**src/rtl/tw_pkg.sv**
```systemverilog
package tw_pkg;

    // Tag type coding carried in the channel control word
    typedef enum logic [2:0] {
        TG_REFE = 3'd0,
        TG_CNT  = 3'd1,
        TG_NEXT = 3'd2,
        TG_REF  = 3'd3,
        TG_REFS = 3'd4,
        TG_CALL = 3'd5,
        TG_RET  = 3'd6,
        TG_END  = 3'd7
    } tag_e;

    localparam int TAG_LSB  = 12;
    localparam int TAG_W    = 3;
    localparam int QW_BYTES = 16;
    localparam int QW_SHIFT = 4;

    // Address-update behaviour selected for one tag
    typedef enum logic [2:0] {
        ST_SKIP_STOP,  // tag pointer steps, chain stops
        ST_COUNT,      // data follows the tag, next tag follows the data
        ST_JUMP,       // data follows the tag, next tag from address field
        ST_SKIP,       // tag pointer steps, data from address field
        ST_CALL,       // push return address, jump
        ST_RET,        // pop return address
        ST_STOP,       // data follows the tag, chain stops
        ST_BAD         // unsupported: everything held, chain stops
    } step_e;

    function automatic step_e step_of(tag_e tag, logic stack_ok);
        step_e s;
        unique case (tag)
            TG_REFE: s = ST_SKIP_STOP;
            TG_CNT:  s = ST_COUNT;
            TG_NEXT: s = ST_JUMP;
            TG_REF,
            TG_REFS: s = ST_SKIP;
            TG_CALL: s = stack_ok ? ST_CALL : ST_BAD;
            TG_RET:  s = stack_ok ? ST_RET  : ST_BAD;
            default: s = ST_STOP;
        endcase
        return s;
    endfunction

endpackage

```
**src/rtl/tw_decode.sv**
```systemverilog
module tw_decode
    import tw_pkg::*;
#(
    parameter int CW = 32
) (
    input  logic [CW-1:0] ctrl,
    input  logic          stk_en,
    output step_e         step
);
    tag_e tag;
    logic unused_ctrl_bits;

    assign tag  = tag_e'(ctrl[TAG_LSB +: TAG_W]);
    assign step = step_of(tag, stk_en);

    assign unused_ctrl_bits = ^{ctrl[CW-1:TAG_LSB+TAG_W], ctrl[TAG_LSB-1:0]};
endmodule

```
**src/rtl/tw_stack.sv**
```systemverilog
module tw_stack #(
    parameter int AW    = 32,
    parameter int DEPTH = 2,
    localparam int PW   = $clog2(DEPTH + 1)
) (
    input  logic          clk,
    input  logic          rst,
    input  logic          upd,
    input  logic          push,
    input  logic          pop,
    input  logic [AW-1:0] push_val,
    output logic [PW-1:0] ptr,
    output logic          full,
    output logic          empty,
    output logic [AW-1:0] top
);
    logic [AW-1:0] slot_q [DEPTH];
    logic          do_push;
    logic          do_pop;

    assign do_push = upd && push && !full;
    assign do_pop  = upd && pop && !empty;
    assign full    = (ptr >= PW'(DEPTH));
    assign empty   = (ptr == '0);

    always_ff @(posedge clk) begin
        if (rst) begin
            ptr <= '0;
        end else if (do_push) begin
            ptr <= ptr + 1'b1;
        end else if (do_pop) begin
            ptr <= ptr - 1'b1;
        end
    end

    for (genvar i = 0; i < DEPTH; i++) begin : g_slot
        always_ff @(posedge clk) begin
            if (rst) begin
                slot_q[i] <= '0;
            end else if (do_push && ptr == PW'(i)) begin
                slot_q[i] <= push_val;
            end else if (do_pop && ptr == PW'(i + 1)) begin
                slot_q[i] <= '0;
            end
        end
    end

    always_comb begin
        top = '0;
        for (int i = 0; i < DEPTH; i++) begin
            if (ptr == PW'(i + 1)) top = slot_q[i];
        end
    end
endmodule

```
**src/rtl/tw_addr.sv**
```systemverilog
module tw_addr
    import tw_pkg::*;
#(
    parameter int AW = 32,
    parameter int QW = 16
) (
    input  step_e         step,
    input  logic [AW-1:0] cur_t,
    input  logic [AW-1:0] cur_m,
    input  logic [QW-1:0] qwc,
    input  logic          full,
    input  logic          empty,
    input  logic [AW-1:0] top,
    output logic [AW-1:0] nxt_t,
    output logic [AW-1:0] nxt_m,
    output logic          fin,
    output logic          push,
    output logic          pop,
    output logic [AW-1:0] push_val
);
    logic [AW-1:0] t_step;
    logic [AW-1:0] span;
    logic [AW-1:0] past_data;

    assign t_step    = cur_t + AW'(QW_BYTES);
    assign span      = AW'(qwc) << QW_SHIFT;
    assign past_data = t_step + span;
    assign push_val  = past_data;

    always_comb begin
        nxt_t = cur_t;
        nxt_m = cur_m;
        fin   = 1'b0;
        push  = 1'b0;
        pop   = 1'b0;
        unique case (step)
            ST_SKIP_STOP: begin
                nxt_t = t_step;
                fin   = 1'b1;
            end
            ST_COUNT: begin
                nxt_m = t_step;
                nxt_t = past_data;
            end
            ST_JUMP: begin
                nxt_m = t_step;
                nxt_t = cur_m;
            end
            ST_SKIP: begin
                nxt_t = t_step;
            end
            ST_CALL: begin
                nxt_m = t_step;
                if (full) begin
                    fin = 1'b1;
                end else begin
                    push  = 1'b1;
                    nxt_t = cur_m;
                end
            end
            ST_RET: begin
                nxt_m = t_step;
                if (empty) begin
                    fin = 1'b1;
                end else begin
                    pop   = 1'b1;
                    nxt_t = top;
                end
            end
            ST_STOP: begin
                nxt_m = t_step;
                fin   = 1'b1;
            end
            default: begin
                fin = 1'b1;
            end
        endcase
    end
endmodule

```
**src/rtl/tw_chain_walker.sv**
```systemverilog
module tw_chain_walker
    import tw_pkg::*;
#(
    parameter int AW    = 32,
    parameter int QW    = 16,
    parameter int CW    = 32,
    parameter int DEPTH = 2
) (
    input  logic                       clk,
    input  logic                       rst,
    input  logic                       upd,
    input  logic [CW-1:0]              ctrl,
    input  logic                       stk_en,
    input  logic [QW-1:0]              qwc,
    input  logic [AW-1:0]              cur_taddr,
    input  logic [AW-1:0]              cur_maddr,
    output logic [AW-1:0]              nxt_taddr,
    output logic [AW-1:0]              nxt_maddr,
    output logic                       chain_end,
    output logic [$clog2(DEPTH+1)-1:0] stk_ptr
);
    step_e         step;
    logic          full;
    logic          empty;
    logic          push;
    logic          pop;
    logic [AW-1:0] top;
    logic [AW-1:0] push_val;

    tw_decode #(.CW(CW)) u_dec (
        .ctrl   (ctrl),
        .stk_en (stk_en),
        .step   (step)
    );

    tw_addr #(.AW(AW), .QW(QW)) u_addr (
        .step     (step),
        .cur_t    (cur_taddr),
        .cur_m    (cur_maddr),
        .qwc      (qwc),
        .full     (full),
        .empty    (empty),
        .top      (top),
        .nxt_t    (nxt_taddr),
        .nxt_m    (nxt_maddr),
        .fin      (chain_end),
        .push     (push),
        .pop      (pop),
        .push_val (push_val)
    );

    tw_stack #(.AW(AW), .DEPTH(DEPTH)) u_stk (
        .clk      (clk),
        .rst      (rst),
        .upd      (upd),
        .push     (push),
        .pop      (pop),
        .push_val (push_val),
        .ptr      (stk_ptr),
        .full     (full),
        .empty    (empty),
        .top      (top)
    );
endmodule

```
**config.mk**
```make
export PLATFORM = sky130hd
export DESIGN_NAME = tw_chain_walker
export DESIGN_NICKNAME = d
export VERILOG_FILES = /design/src/rtl/tw_pkg.sv /design/src/rtl/tw_decode.sv /design/src/rtl/tw_stack.sv /design/src/rtl/tw_addr.sv /design/src/rtl/tw_chain_walker.sv
export SDC_FILE = /design/constraint.sdc
export NUM_CORES = 1
export LEC_CHECK = 0
export BUFFER_PORTS_ARGS = -buffer_cell sky130_fd_sc_hd__clkbuf_2
export CAP_MARGIN = 25
export CORE_ASPECT_RATIO = 0.7
export CORE_MARGIN = 2
export CORE_UTILIZATION = 57
export DETAILED_ROUTE_END_ITERATION = 6
export PLACE_DENSITY = 0.88
export SLEW_MARGIN = 20
export SYNTH_ARGS = -nofsm -noshare
export SYNTH_HDL_FRONTEND = slang
export SYNTH_SLANG_ARGS = --single-unit
export TNS_END_PERCENT = 30
```
**constraint.sdc**
```tcl
create_clock -name clk -period 5 [get_ports clk]
set_input_delay 0.25 -clock clk [delete_from_list [all_inputs] [get_ports clk]]
set_output_delay 0.25 -clock clk [all_outputs]
set_load 0.05 [all_outputs]
```
==> results of run 1 <==
-- cell usage after synthesis (16+ instances only) --
library cell | n | share of area [%]
and2_1 | 17 | 1.8
a22o_1 | 16 | 2.4
clkbuf_1 | 32 | 2.1
o221ai_1 | 17 | 2.6
nand2_1 | 48 | 3.1
edfxtp_1 | 64 | 33
o21ai_0 | 32 | 2.8
a222oi_1 | 19 | 3.3
ha_1 | 23 | 5.0
nor2_1 | 100 | 6.5
inv_1 | 29 | 1.9
nand3_1 | 16 | 1.4
a21oi_1 | 45 | 3.9
xnor2_1 | 18 | 2.7
xor2_1 | 28 | 4.2
-- cell usage in the layout, fill, tap and decap left out, types with 4 or more instances in the layout --
cell,netlist,final
o31ai_1,4,4
o21ai_0,32,32
ha_1,23,23
nor3_2,3,4
xor2_1,28,28
nor2b_1,7,7
edfxtp_1,64,64
and2_1,17,17
a222oi_1,19,19
nor2_1,100,100
nand4_1,9,9
nor4_1,4,4
buf_4,2,12
a221o_1,6,6
o221ai_1,17,17
a22oi_1,12,12
a221oi_1,7,7
a21o_1,5,5
nand2_1,48,47
and3_1,8,8
a22o_1,16,16
and4_1,4,4
clkbuf_2,0,154
o21a_1,4,4
mux2_2,11,11
a21oi_1,45,45
nand2b_1,9,9
nand3_1,16,14
o22ai_1,5,5
xnor2_1,18,18
nor3_1,12,11
inv_1,29,29
clkbuf_16,0,9
-- metal layers --
layer  GRT usage, %  up-vias  wire [µm]
met5              0        -          0
met3          10.28      100       2848
li1               -     2813          -
met2          58.77      594       9128
met1          43.88     2978       7421
met4          15.22        0        717
-- power groups by stage --
stage | clock network (W) | registers (W) | logic, W
2_1_floorplan | 0 | 0.000643 | 0.000509
3_3_place_gp | 0 | 0.000642 | 0.000685
3_5_place_dp | 0 | 0.000644 | 0.000705
4_1_cts | 0.000632 | 0.000632 | 0.000712
5_1_grt | 0.000657 | 0.000634 | 0.000762
6_report | 0.000637 | 0.000633 | 0.000728
-- through the flow --
stage	area (µm²)	power [W]	worst slack (ps)	std cells	utilization, %
4_1_cts	7004	0.001976	387.6	939	71.49
6_report	7013	0.001998	148.7	940	71.58
3_3_place_gp	6699	0.001327	588.6	923	68.38
3_5_place_dp	6709	0.001349	442.7	923	68.48
2_1_floorplan	5799	0.001151	619.1	665	-
5_1_grt	7013	0.002054	23.89	940	71.58
-- layout make-up --
type,instances,area (µm²)
multi-input cells,535,3626
fillers,753,2784
inverters,29,108.9
clock inverters,7,70.07
repair buffers,166,860.8
clock buffers,9,225.2
flip-flops and latches,66,1962
well taps,128,160.2
-- logic make-up (layout without fill, tap and decap cells) --
family	Yosys count	after routing	share of synthesized area (%)
AOI/OAI and AO/OA	199	199	24.79
xor gates and xnor gates	47	47	7.422
adders and majority gates	24	24	5.308
buffers and inverters	64	211	4.293
DFF	66	66	33.83
muxes	12	12	2.309
and+or+nand+nor	253	253	22.05
-- registers in the layout (all words and copies together) (netlist names) --
signal	count
u_stk.ptr	2
u_stk.slot_q	64
-- worst paths after layout --
path	cells past startpoint	to	slack (ps)	start
worst max-delay path	16	nxt_taddr[31]	150	cur_taddr[4]
worst max register to register	6	u_stk.slot_q[0][15]	2280	u_stk.ptr[1]
worst min-delay path	2	u_stk.ptr[0]	150	rst
worst min register to register	3	u_stk.ptr[0]	650	u_stk.ptr[0]
==> metrics.cfg, run 1 <==
[sta]
fmax_mhz = 206.1
final_max_slew_viol_count = 0
tns_ps = 0
hold_ws_ps = 148.7
period_needed_ps = 4851
worstMarginPinSlew_ps = 1090
setup_violations = 0
hold_violations = 0
finalCritPeriodShare_pct = 97.03
relSlewSlack_pct = 27.03
rsz0062_at_grt = false
finClkSkew_ps = 5.791

[worst_setup_path]
criticalPathCategory = in2out
cpLargestDelayFamily = compound AO/OA/AOI/OAI gates
worstPathMaxFanout = 8
cp-end-kind = primary output
cp-start-kind = input pin
crit_arrival_ps = 4600
crit_required_ps = 4750
slowest_delay_ps = 510
path_buf_inv = 3
cp_cell_sequence = clkbuf_2 -> ha_1 -> nand4_2 -> nor3_2 -> nand2_1 -> xor2_1 -> inv_1 -> ha_1 -> and4_1 -> nand4_1 -> a21oi_1 -> o21ai_0 -> a21oi_1 -> a31oi_1 -> o31ai_2 -> clkbuf_2
cp_slowest_cell = a21oi_1

[finish]
nNetsFinal = 947
diodes = 0
area_growth_syn_to_layout_pct = 20.93
layout-drive-gt1-share_pct = 26.60

[synth]
synth.distinct_cells = 66
yosys_warnings = 0
synth_area_mm2 = 0.005799
synth_seq_cells = 66
synth_edf_count = 64
syn_inst = 665
ys.flop_type = edfxtp_1
async_flop_share_pct = 0
synth-seq-area-share_pct = 33.83
synth.net_count = 805
avgSynthCellArea_um2 = 8.721

[hold_path]
min_path_type = in2reg

[power_and_ir_drop]
p_per_area_mw_per_mm2 = 284.9
intPower_w = 0.001209
ir_drop_mv = 0.1795
p_leak_nw = 2.927
p_sw_share_pct = 39.48
p_sw_w = 0.0007888
pwr-share-seq_pct = 31.7
p_comb_share_pct = 36.4
power_frac_clock_pct = 31.9

[placement]
portBuffers = 153
gp_congestion = 0.9702
place_hpwl_um = 13940

[clock_network]
cts_buffers = 9
clock_sinks = 66
insertion_delay_ps = 340
cts_setup_buffers = 0
cts_tree = yes
clockRootBuffer = clkbuf_16
path_clk_slew_ps = 50
cts_hold_buf = 0
cts_buffer_depth = 2
cts_resized = 0
cts_htree_levels = 3

[global_routing]
grt_usage_pct = 35.32
overflow = 0
antenna_found_initial = 0
grt_pass1_wl_um = 30660
grt_pass1_vias = 6126
grt_max_degree = 44

[floorplan]
fp.dieH_um = 88.39
die_area_mm2 = 0.01101
die_w_um = 124.6
ios = 183
start_util_pct = 59.20
rows = 30
core_mm2 = 0.009797

[detailed_routing]
avgRoutedWirePerCell_um = 21.40
first_iter_violations = 963
routed_wl_um = 20120
dr.pass1.iters = 7
drc_errors = 1
num_vias = 6485
detail-route-antenna-nets = 0
via_per_inst = 6.899

[run]
drv_cap = 0

[status]
violations = DRC
outcome = finished with violations

Note: power is estimated with default switching activity, not from simulation.
==> run 2: changes to the inputs <==
--- a/config.mk
+++ b/config.mk
@@ -5,11 +5,12 @@
 export SDC_FILE = /design/constraint.sdc
 export NUM_CORES = 1
 export LEC_CHECK = 0
+export ABC_AREA = 1
 export BUFFER_PORTS_ARGS = -buffer_cell sky130_fd_sc_hd__clkbuf_2
 export CAP_MARGIN = 25
 export CORE_ASPECT_RATIO = 0.7
 export CORE_MARGIN = 2
-export CORE_UTILIZATION = 57
+export CORE_UTILIZATION = 58
 export DETAILED_ROUTE_END_ITERATION = 6
 export PLACE_DENSITY = 0.88
 export SLEW_MARGIN = 20
==> metrics.cfg, run 2 <==
[floorplan]
fp.dieH_um = 90.31  ; was 88.39 µm
die_area_mm2 = 0.01150  ; was 0.01101 mm²
rows = 31  ; was 30
die_w_um = 127.3  ; was 124.6 µm
core_mm2 = 0.01036  ; was 0.009797 mm²
ios = 183  ; unchanged
start_util_pct = 59.60  ; was 59.20%

[clock_network]
clock_sinks = 66  ; unchanged
cts_tree = yes  ; unchanged
cts_resized = 0  ; unchanged
cts_buffer_depth = 2  ; unchanged
cts_hold_buf = 0  ; unchanged
clockRootBuffer = clkbuf_16  ; unchanged
cts_htree_levels = 3  ; unchanged
path_clk_slew_ps = 50  ; about the same
insertion_delay_ps = 330  ; was 340 ps
cts_buffers = 9  ; unchanged
cts_setup_buffers = 0  ; unchanged

[synth]
synth_area_mm2 = 0.006172  ; was 0.005799 mm²
async_flop_share_pct = 0  ; unchanged
avgSynthCellArea_um2 = 6.896  ; was 8.721 µm²
synth.net_count = 1035  ; was 805
synth.distinct_cells = 45  ; was 66
yosys_warnings = 0  ; unchanged
synth_edf_count = 64  ; unchanged
ys.flop_type = edfxtp_1  ; unchanged
syn_inst = 895  ; was 665
synth_top_area_cell = edfxtp_1  ; unchanged
synth-seq-area-share_pct = 31.79  ; was 33.83%
synth_most_common_cell = nand2_1  ; was nor2_1
synth_commonest_cells = nand2_1 (238), nor2_1 (139), inv_1 (109)  ; was nor2_1 (100), edfxtp_1 (64), nand2_1 (48)
synth_seq_cells = 66  ; unchanged
yosysTopAreaCellShare_pct = 31.14  ; was 33.14%
synthTopCellsByArea = edfxtp_1 (31%), nand2_1 (14%), nor2_1 (8.5%), inv_1 (6.6%), ha_1 (4.7%)  ; was edfxtp_1 (33%), nor2_1 (6.5%), ha_1 (5.0%), xor2_1 (4.2%), a21oi_1 (3.9%)

[sta]
period_needed_ps = 3853  ; was 4851 ps
finalCritPeriodShare_pct = 77.07  ; was 97.03%
final_max_slew_viol_count = 0  ; unchanged
fmax_mhz = 259.5  ; was 206.1 MHz
worstMarginPinSlew_ps = 800.4  ; was 1090 ps
hold_violations = 0  ; unchanged
tns_ps = 0  ; unchanged
finClkSkew_ps = 5.706  ; was 5.791 ps
rsz0062_at_grt = false  ; unchanged
setup_violations = 0  ; unchanged
relSlewSlack_pct = 46.15  ; was 27.03%

[worst_setup_path]
rrSetupSlack_ps = 1590  ; was 2280 ps
crit_top_cell = nand2_1
slowest_delay_ps = 510  ; about the same
ff2ff_path_depth = 9  ; was 6
crit_required_ps = 4750  ; about the same
criticalPathCategory = in2out  ; unchanged
crit_arrival_ps = 3600  ; was 4600 ps
cp_cell_sequence = clkbuf_2 -> ha_1 -> nand2_2 -> nor3_2 -> xnor2_1 -> inv_1 -> ha_1 -> nand2_1 -> nor2_1 -> nor2_1 -> nand2_1 -> a21oi_1 -> nor2_4 -> nand3_1 -> nand2_1 -> a21oi_1 -> nand2_1 -> clkbuf_2  ; was clkbuf_2 -> ha_1 -> nand4_2 -> nor3_2 -> nand2_1 -> xor2_1 -> inv_1 -> ha_1 -> and4_1 -> nand4_1 -> a21oi_1 -> o21ai_0 -> a21oi_1 -> a31oi_1 -> o31ai_2 -> clkbuf_2
r2r_end = u_stk.slot_q[0][11]  ; was u_stk.slot_q[0][15]
worstPathMaxFanout = 7  ; was 8
cp_slowest_cell = a21oi_1  ; unchanged
timing.rr.start = u_stk.ptr[1]  ; unchanged
cp-start-kind = input pin  ; unchanged
cp-end-kind = primary output  ; unchanged

[global_routing]
grt_pass1_wl_um = 31780  ; was 30660 µm
grt_pass1_vias = 6398  ; was 6126
grt_usage_pct = 35.26  ; was 35.32%
overflow = 0  ; unchanged
grt_max_degree = 36  ; was 44
antenna_found_initial = 0  ; unchanged

[detailed_routing]
dr.pass1.iters = 6  ; was 7
first_iter_violations = 842  ; was 963
avgRoutedWirePerCell_um = 17.49  ; was 21.40 µm
via_per_inst = 5.881  ; was 6.899
routed_wl_um = 20620  ; was 20120 µm
detail-route-antenna-nets = 0  ; unchanged
drc_errors = 0  ; was 1
num_vias = 6934  ; was 6485

[finish]
filler_cell_count = 877  ; was 753
largest_reg_flops = 64  ; unchanged
regArea_mm2 = 0.001962  ; unchanged
nNetsFinal = 1183  ; was 947
layout-drive-gt1-share_pct = 21.20  ; was 26.60%
layout_common_cells = nand2_1 (238), clkbuf_2 (153), nor2_1 (138), inv_1 (109), edfxtp_1 (64)  ; was clkbuf_2 (154), nor2_1 (100), edfxtp_1 (64), nand2_1 (47), a21oi_1 (45)
final_util_pct = 71.23  ; was 71.58%
diodes = 0  ; unchanged
area_growth_syn_to_layout_pct = 19.52  ; was 20.93%
largest_registers = u_stk.slot_q: 64 flops, u_stk.ptr: 2 flops  ; unchanged
multi_input_area_mm2 = 0.003664  ; was 0.003626 mm²
regMostFlops = u_stk.slot_q  ; unchanged
final_common_cell = nand2_1  ; was clkbuf_2

[power_and_ir_drop]
ir_drop_mv = 0.1801  ; was 0.1795 mV
p_leak_nw = 3.548  ; was 2.927 nW
p_per_area_mw_per_mm2 = 269.7  ; was 284.9 mW/mm²

[hold_path]
min_to = u_stk.ptr[0]  ; unchanged
min_path_type = in2reg  ; unchanged
min_path_cells = 2  ; unchanged
holdCritStartpoint = rst  ; unchanged

[run]
drv_cap = 0  ; unchanged

[placement]
place_hpwl_um = 15740  ; was 13940 µm
portBuffers = 153  ; unchanged
gp_congestion = 1.049  ; was 0.9702

[status]
outcome = completed  ; was finished with violations

run 2: cells by family after synthesis:
| group | Yosys count | share of synthesized area (%) |
|---|---|---|
| flip-flops | 66 | 31.79 |
| AND/OR/NAND/NOR | 476 | 33.69 |
| buffers and inverters | 146 | 9.001 |
| AO/OA/AOI/OAI | 155 | 16.32 |
| XOR/XNOR | 28 | 4.216 |
| adder cells (fa/ha/maj) | 24 | 4.987 |
run 2: per-layer routing:
| metal | vias to the layer above | wire, µm | global-route usage (%) |
|---|---|---|---|
| met2 | 517 | 9057 | 54.72 |
| li1 | 3283 | - | - |
| met3 | 54 | 2864 | 11.02 |
| met1 | 3080 | 8077 | 46.67 |
| met4 | 0 | 616 | 12.36 |
| met5 | - | 0 | 0 |
run 2: area by class of cell:
type	count	share of cell area, %
Timing Repair Buffer	166	11.80
Multi-Input combinational cell	683	49.66
Tap cell	132	2.239
Clock buffer	11	3.155
Sequential cell	66	26.59
Clock inverter	4	0.5936
Inverter	117	5.953
run 2: critical path: cells and delay by family:
kind	cells	cell delay (ps)
AOI/OAI and AO/OA	2	710
adders and majority gates	2	530
and+or+nand+nor	10	1480
buffers and inverters	3	450
xor gates and xnor gates	1	200
run 2: worst max-delay path by stage:
stage / start / endpoint / slack, ps
global placement: cur_taddr[4] / nxt_taddr[26] / 1350
finish: cur_taddr[4] / nxt_taddr[26] / 1150
floorplan: u_stk.ptr[0] / u_stk.slot_q[0][0] / 1250
detailed placement: cur_taddr[4] / nxt_taddr[26] / 1300
CTS: cur_taddr[4] / nxt_taddr[26] / 1290
global route: cur_taddr[4] / nxt_taddr[20] / 950
run 2: per-stage QoR:
step / total power [W] / hold WS, ps / area (µm²) / setup WS, ps / cells
after floorplan: 0.001185 / 319.1 / 6172 / 1253 / 895
after global placement: 0.001392 / 425.2 / 7086 / 1345 / 1163
after detailed placement: 0.001399 / 448.4 / 7101 / 1297 / 1164
after CTS: 0.001977 / 113.7 / 7377 / 1290 / 1179
after global routing: 0.002058 / 123.1 / 7377 / 953.6 / 1179
final: 0.001990 / 117.6 / 7377 / 1147 / 1179
run 2: power breakdown:
| group | total (W) | internal [W] | switching (W) |
|---|---|---|---|
| Clock | 0.000584 | 0.000379 | 0.000206 |
| Sequential | 0.000630 | 0.000625 | 0.00000564 |
| Combinational | 0.000775 | 0.000189 | 0.000585 |
| Total | 0.00199 | 0.00119 | 0.000797 |
